==> src/rtl/flow_pkg.sv <==
package flow_pkg;
  localparam int BYTE_W    = 8;
  localparam int ADDR_W    = 2 * BYTE_W;
  localparam int VEC_W     = 3;
  localparam int VEC_SHIFT = 3;
  localparam int KIND_W    = 3;

  localparam logic [KIND_W-1:0] K_JMP  = 3'd0;
  localparam logic [KIND_W-1:0] K_JHL  = 3'd1;
  localparam logic [KIND_W-1:0] K_CALL = 3'd2;
  localparam logic [KIND_W-1:0] K_RET  = 3'd3;
  localparam logic [KIND_W-1:0] K_RST  = 3'd4;

  typedef enum logic [2:0] {
    ST_IDLE,
    ST_PUSH_HI,
    ST_PUSH_LO,
    ST_POP_LO,
    ST_POP_HI,
    ST_POP_FIN
  } stk_state_e;
endpackage

==> src/rtl/flow_cond.sv <==
module flow_cond (
  input  logic [2:0] cond,
  input  logic       flag_z,
  input  logic       flag_c,
  input  logic       flag_s,
  input  logic       flag_p,
  output logic       pass
);
  logic sel;

  // cond[2:1] picks the flag, cond[0] is the level that passes
  always_comb begin
    unique case (cond[2:1])
      2'b00:   sel = flag_z;
      2'b01:   sel = flag_c;
      2'b10:   sel = flag_p;
      default: sel = flag_s;
    endcase
    pass = (sel == cond[0]);
  end
endmodule

==> src/rtl/flow_stack.sv <==
module flow_stack
  import flow_pkg::*;
#(
  parameter logic [ADDR_W-1:0] SP_RESET = '0
) (
  input  logic              clk,
  input  logic              rst_n,
  input  logic              push_req,
  input  logic              pop_req,
  input  logic [ADDR_W-1:0] push_word,
  output logic              idle,
  output logic              fin,
  output logic [ADDR_W-1:0] pop_word,
  output logic [ADDR_W-1:0] sp,
  output logic              mem_en,
  output logic              mem_we,
  output logic [ADDR_W-1:0] mem_addr,
  output logic [BYTE_W-1:0] mem_wdata,
  input  logic [BYTE_W-1:0] mem_rdata
);
  stk_state_e        state;
  logic [ADDR_W-1:0] word_q;
  logic [BYTE_W-1:0] lo_q;

  always_ff @(posedge clk or negedge rst_n) begin
    if (!rst_n) begin
      state  <= ST_IDLE;
      sp     <= SP_RESET;
      word_q <= '0;
      lo_q   <= '0;
    end else begin
      unique case (state)
        ST_IDLE: begin
          if (push_req) begin
            state  <= ST_PUSH_HI;
            word_q <= push_word;
          end else if (pop_req) begin
            state <= ST_POP_LO;
          end
        end
        ST_PUSH_HI: state <= ST_PUSH_LO;
        ST_PUSH_LO: begin
          state <= ST_IDLE;
          sp    <= sp - ADDR_W'(2);
        end
        ST_POP_LO: state <= ST_POP_HI;
        ST_POP_HI: begin
          state <= ST_POP_FIN;
          lo_q  <= mem_rdata;
        end
        ST_POP_FIN: begin
          state <= ST_IDLE;
          sp    <= sp + ADDR_W'(2);
        end
        default: state <= ST_IDLE;
      endcase
    end
  end

  always_comb begin
    mem_en    = 1'b0;
    mem_we    = 1'b0;
    mem_addr  = sp;
    mem_wdata = '0;
    unique case (state)
      ST_PUSH_HI: begin
        mem_en    = 1'b1;
        mem_we    = 1'b1;
        mem_addr  = sp - ADDR_W'(1);
        mem_wdata = word_q[ADDR_W-1:BYTE_W];
      end
      ST_PUSH_LO: begin
        mem_en    = 1'b1;
        mem_we    = 1'b1;
        mem_addr  = sp - ADDR_W'(2);
        mem_wdata = word_q[BYTE_W-1:0];
      end
      ST_POP_LO: begin
        mem_en   = 1'b1;
        mem_addr = sp;
      end
      ST_POP_HI: begin
        mem_en   = 1'b1;
        mem_addr = sp + ADDR_W'(1);
      end
      default: ;
    endcase
  end

  assign idle     = (state == ST_IDLE);
  assign fin      = (state == ST_PUSH_LO) || (state == ST_POP_FIN);
  assign pop_word = {mem_rdata, lo_q};

  assert_push_order_R4: assert property (@(posedge clk) disable iff (!rst_n)
    (state == ST_PUSH_HI) |=> (mem_we && mem_addr == $past(mem_addr) - ADDR_W'(1)));
  assert_push_sp_R4: assert property (@(posedge clk) disable iff (!rst_n)
    (state == ST_PUSH_LO) |=> (sp == $past(sp) - ADDR_W'(2)));
  assert_pop_order_R5: assert property (@(posedge clk) disable iff (!rst_n)
    (state == ST_POP_LO) |=> (mem_en && !mem_we && mem_addr == $past(mem_addr) + ADDR_W'(1)));
  assert_pop_sp_R5: assert property (@(posedge clk) disable iff (!rst_n)
    (state == ST_POP_FIN) |=> (sp == $past(sp) + ADDR_W'(2)));
  assert_no_req_busy_R7: assert property (@(posedge clk) disable iff (!rst_n)
    !idle |-> !(push_req || pop_req));
  assert_sp_hold_R10: assert property (@(posedge clk) disable iff (!rst_n)
    (idle && !push_req && !pop_req) |=> $stable(sp));
endmodule

==> src/rtl/flow_seq.sv <==
module flow_seq
  import flow_pkg::*;
#(
  parameter logic [15:0] PC_RESET = 16'h0000,
  parameter logic [15:0] SP_RESET = 16'h0000
) (
  input  logic        clk,
  input  logic        rst_n,
  input  logic        op_valid,
  output logic        op_ready,
  input  logic [2:0]  op_kind,
  input  logic        op_cond_en,
  input  logic [2:0]  op_cond,
  input  logic [2:0]  op_vec,
  input  logic [7:0]  op_lo,
  input  logic [7:0]  op_hi,
  input  logic [15:0] hl,
  input  logic        flag_z,
  input  logic        flag_c,
  input  logic        flag_s,
  input  logic        flag_p,
  output logic [15:0] pc,
  output logic [15:0] sp,
  output logic        done,
  output logic        mem_en,
  output logic        mem_we,
  output logic [15:0] mem_addr,
  output logic [7:0]  mem_wdata,
  input  logic [7:0]  mem_rdata
);
  logic              pass, take, accept;
  logic              do_push, do_pop, push_req, pop_req;
  logic              stk_idle, stk_fin, pop_q;
  logic [ADDR_W-1:0] nxt, tgt, tgt_q, push_word, pop_word;
  logic [ADDR_W-1:0] seq1, seq3, imm, vec_tgt;

  flow_cond u_cond (
    .cond   (op_cond),
    .flag_z (flag_z),
    .flag_c (flag_c),
    .flag_s (flag_s),
    .flag_p (flag_p),
    .pass   (pass)
  );

  flow_stack #(.SP_RESET(SP_RESET)) u_stack (
    .clk       (clk),
    .rst_n     (rst_n),
    .push_req  (push_req),
    .pop_req   (pop_req),
    .push_word (push_word),
    .idle      (stk_idle),
    .fin       (stk_fin),
    .pop_word  (pop_word),
    .sp        (sp),
    .mem_en    (mem_en),
    .mem_we    (mem_we),
    .mem_addr  (mem_addr),
    .mem_wdata (mem_wdata),
    .mem_rdata (mem_rdata)
  );

  assign take    = !op_cond_en || pass;
  assign seq1    = pc + ADDR_W'(1);
  assign seq3    = pc + ADDR_W'(3);
  assign imm     = {op_hi, op_lo};
  assign vec_tgt = ADDR_W'(op_vec) << VEC_SHIFT;

  always_comb begin
    do_push   = 1'b0;
    do_pop    = 1'b0;
    nxt       = seq1;
    push_word = seq3;
    tgt       = imm;
    unique case (op_kind)
      K_JMP:  nxt = take ? imm : seq3;
      K_JHL:  nxt = hl;
      K_CALL: begin
        nxt     = seq3;
        do_push = take;
      end
      K_RET:  do_pop = take;
      K_RST: begin
        do_push   = 1'b1;
        push_word = seq1;
        tgt       = vec_tgt;
      end
      default: nxt = seq1;
    endcase
  end

  assign op_ready = stk_idle;
  assign accept   = op_valid && op_ready;
  assign push_req = accept && do_push;
  assign pop_req  = accept && do_pop;

  always_ff @(posedge clk or negedge rst_n) begin
    if (!rst_n) begin
      pc    <= PC_RESET;
      done  <= 1'b0;
      tgt_q <= '0;
      pop_q <= 1'b0;
    end else begin
      if (accept) pop_q <= do_pop;
      if (push_req) tgt_q <= tgt;
      if (accept && !do_push && !do_pop) begin
        pc   <= nxt;
        done <= 1'b1;
      end else if (stk_fin) begin
        pc   <= pop_q ? pop_word : tgt_q;
        done <= 1'b1;
      end else begin
        done <= 1'b0;
      end
    end
  end

  assert_simple_done_R2: assert property (@(posedge clk) disable iff (!rst_n)
    (accept && !do_push && !do_pop) |=> (done && op_ready));
  assert_busy_quiet_R7: assert property (@(posedge clk) disable iff (!rst_n)
    !op_ready |-> !done);
  assert_stack_start_R7: assert property (@(posedge clk) disable iff (!rst_n)
    (push_req || pop_req) |=> (!op_ready && $stable(pc)));
  assert_pc_hold_R10: assert property (@(posedge clk) disable iff (!rst_n)
    (!accept && !stk_fin) |=> ($stable(pc) && !done));
endmodule

==> config.mk <==
export PLATFORM = sky130hd
export DESIGN_NAME = flow_seq
export DESIGN_NICKNAME = d
export VERILOG_FILES = /design/src/rtl/flow_pkg.sv /design/src/rtl/flow_cond.sv /design/src/rtl/flow_stack.sv /design/src/rtl/flow_seq.sv
export SDC_FILE = /design/constraint.sdc
export NUM_CORES = 1
export LEC_CHECK = 0
export BUFFER_PORTS_ARGS = -buffer_cell sky130_fd_sc_hd__buf_4
export CORE_AREA = 2 2 113 115
export CTS_CLUSTER_SIZE = 10
export DETAILED_ROUTE_END_ITERATION = 16
export DIE_AREA = 0 0 115 117
export GPL_TIMING_DRIVEN = 0
export PLACE_DENSITY_LB_ADDON = 0.12
export SLEW_MARGIN = 20
export SYNTH_ARGS = -nofsm -noshare
export SYNTH_HDL_FRONTEND = slang
export SYNTH_SLANG_ARGS = --single-unit
export TNS_END_PERCENT = 10
==> constraint.sdc <==
create_clock -name clk -period 4.1 [get_ports clk]
set_input_delay 0.41 -clock clk [delete_from_list [all_inputs] [get_ports clk]]
set_output_delay 0.41 -clock clk [all_outputs]
set_load 0.01 [all_outputs]
==> impl_metrics.json <==
{
  "startpoint_type": "flop",
  "r2r_cells": 8,
  "multi_input_area_sq_um": 3210,
  "drt-wirelength-per-cell_um": 19.6,
  "syn-cell-area_sq_um": 5400,
  "fmax_mhz": 308,
  "drv_slew": 0,
  "syn_nets": 716,
  "io_pins": 117,
  "worstMarginPinSlew_ns": 0.817,
  "nFillCells": 1211,
  "startpoint": "u_stack.sp[1]",
  "ir_worst_vdd_mv": 0.347,
  "gp_congestion": 0.947,
  "cap_violations": 0,
  "synth_warnings": 0,
  "dp_hpwl_mm": 14.1,
  "insertion_delay_ns": 0.36,
  "grt_pass1_vias": 5231,
  "async_flop_share_pct": 100,
  "finalWirelength_mm": 18.4,
  "antenna_found_initial": 0,
  "areaGrowthSynthToFinish_pct": 26.0,
  "power_density_nw_per_um2": 760,
  "fin_crit_ns": 3.25,
  "period_share_pct": 79.2,
  "drt_first_pass_iters": 5,
  "clock-sinks": 76,
  "postCtsResizedCells": 0,
  "r2r_slack_ns": 1.21,
  "grt_max_degree": 77,
  "chipWidth_um": 115,
  "vias": 5342,
  "cts_tree": "built",
  "drtAntennaViolNets": 0,
  "dieArea_sq_um": 13500,
  "drc": 0,
  "slew_headroom_pct": 45.1,
  "crit_slowest_cell": "or4_4",
  "cp.required_ns": 3.69,
  "grt_remaining_overflow": 0,
  "clk_pin_slew_ns": 0.06,
  "synth_compound_area_share_pct": 19.7,
  "port-buffer-count": 114,
  "skew_ns": 0.0109,
  "path_max_fanout": 5,
  "drt-initial-drc-count": 345,
  "arrival_ns": 2.84,
  "totalNegativeSetupSlack_ns": 0,
  "path_cells": "inv_1, ha_1, or3b_1, or4_4, nor2_2, nand2_1, nor3_2, xor2_1, buf_4",
  "track_usage_pct": 28.2,
  "post_dp_cell_area_sq_um": 6450,
  "cts_hold_buf": 0,
  "cp_top_family": "simple AND/OR/NAND/NOR gates",
  "reg2reg_from": "pc[0]",
  "final_cell_area_sq_um": 6810,
  "cts_root_buffer": "clkbuf_16",
  "start_util_pct": 43.9,
  "status": "complete, no violations",
  "drive_above_1_share_pct": 22.9,
  "synth_xor_area_share_pct": 11.5,
  "die_h_um": 117,
  "yosys.area_share.simple_pct": 20.3,
  "timing.rr.end": "pc[12]",
  "synth_ff_type": "dfrtp_1",
  "synth_edf_count": 0,
  "leakage_nw": 2.98,
  "hold_violations": 0,
  "synth_top_family_by_area": "simple AND/OR/NAND/NOR gates",
  "muxShareOfSynthArea_pct": 6.81,
  "ctsHtreeMaxLevel": 3,
  "cpPeakStageDelay_ns": 0.49,
  "critical_path_class": "reg2out",
  "setup_viol": 0,
  "grt_pass1_wl_mm": 28.5,
  "end_kind": "output pin",
  "seq_area_sq_um": 1900,
  "cp_num_buf_inv": 2,
  "core.rowCount": 41,
  "postSynthAreaPerCell_sq_um": 8.25,
  "synth-adder-area-share_pct": 0.927,
  "cts-buffers-inserted": 9,
  "nets": 842,
  "post-cts-setup-buffers": 0,
  "p_total_mw": 5.17,
  "rsz0062_at_grt": "false",
  "coreArea_sq_um": 12300,
  "final_util_pct": 55.3,
  "clock_path_buffers": 2,
  "synth-seq-cells": 76,
  "syn_inst": 655,
  "antenna_cells": 0,
  "synth_cell_types": 59,
  "ys_seq_area_share_pct": 35.2,
  "detail_route.vias_per_cell": 5.71,
  "hold_class": "in2async"
}
==> final cells by class <==
class                           instances  area share (%)
Timing Repair Buffer                  115            12.9
Clock buffer                           11            3.71
Inverter                               11           0.607
Clock inverter                          5            1.23
Buffer                                 57            3.73
Multi-Input combinational cell        511            47.2
Sequential cell                        76            27.9
Tap cell                              150            2.76
==> how the worst max path moves through the flow <==
stage	endpoint	cells after the start
6_report	mem_addr[15]	9
5_1_grt	mem_addr[11]	8
4_1_cts	mem_addr[15]	9
3_5_place_dp	mem_addr[15]	9
3_3_place_gp	mem_addr[15]	9
2_1_floorplan	mem_addr[15]	8
==> per-stage QoR <==
stage          hold WS, ns  cells  setup slack [ns]
4_1_cts              0.274    935             0.870
3_5_place_dp         0.470    919              1.25
5_1_grt             0.0960    936             0.722
6_report            0.0502    936             0.853
2_1_floorplan        0.114    655              1.47
3_3_place_gp         0.461    919              1.28
==> power by group <==
group	switching, mW	leakage [nW]	internal [mW]
sequential	0.282	0.943	1.11
clock	0.344	0.158	0.568
combinational	1.64	1.87	1.22
total	2.27	2.98	2.90
==> worst reg2reg max path, cell delays in order, from the launching register on <==
cell and delay, ns:
dfrtp_1 0.44, clkbuf_1 0.48, inv_1 0.13, ha_1 0.30, nor4b_1 0.52, xor2_1 0.13, mux2_4 0.29, a2111oi_2 0.41
a311oi_2 0.07
==> cell families (layout without fill, tap and decap cells) <==
group                      Yosys count  count (layout)
DFF                                 76              76
xor gates and xnor gates            71              71
muxes                               35              35
other                                1               1
AOI/OAI and AO/OA                  166             166
and+or+nand+nor                    234             234
adders and majority gates            4               4
buffers and inverters               68             199
==> cells in the mapped netlist, drive strengths merged (5+ instances only) <==
| master | number | area [sq um] |
|---|---|---|
| nand2 | 98 | 368 |
| dfrtp | 76 | 1900 |
| o21ai | 73 | 365 |
| nor2 | 49 | 189 |
| xnor2 | 37 | 324 |
| xor2 | 34 | 298 |
| buf | 30 | 153 |
| clkbuf | 27 | 101 |
| mux2i | 24 | 240 |
| nor3 | 19 | 100 |
| nand3 | 15 | 75.1 |
| o22ai | 14 | 87.6 |
| a21oi | 11 | 55.1 |
| inv | 11 | 41.3 |
| mux2 | 11 | 128 |
| a22oi | 10 | 75.1 |
| a31oi | 10 | 62.6 |
| a211oi | 8 | 72.6 |
| and3 | 8 | 50.1 |
| nor2b | 7 | 43.8 |
| nor4 | 7 | 50.1 |
| a32oi | 6 | 52.6 |
| nand2b | 6 | 37.5 |
| o21a | 6 | 45.0 |
| o31a | 6 | 52.6 |
| nand4 | 5 | 31.3 |
==> cells in the final DEF (no fill, tap or decap), types with 11 or more instances in the layout <==
cell      netlist  layout
xnor2_1        37      37
nor2_1         47      47
nor3_1         18      17
xor2_1         34      34
o21ai_0        30      30
buf_2          23      23
o22ai_1        14      14
dfrtp_1        76      76
o21ai_1        43      43
nand2_1        98      98
nand3_1        15      15
a21oi_1        11      11
buf_4           3     117
clkbuf_1       27      27
mux2i_1        24      24
==> flip-flops by register name, indices dropped and copies added, names as in the netlist <==
signal and flops:
tgt_q 16, pc 16, u_stack.lo_q 8, u_stack.sp 15
u_stack.word_q 16, u_stack.state 3, done 1, pop_q 1
==> routing by layer <==
layer  wire [um]  share of wire [%]  GRT usage (%)  vias to the layer above
li1            -                  -              -                     2555
met1        8340                 45           37.9                     2553
met2        8340                 45           44.3                      197
met3         903                4.9           4.22                       37
met4         793                4.3           14.8                        0
met5           0                  0              0                        -
No activity file was read; power rests on OpenSTA's default activity.
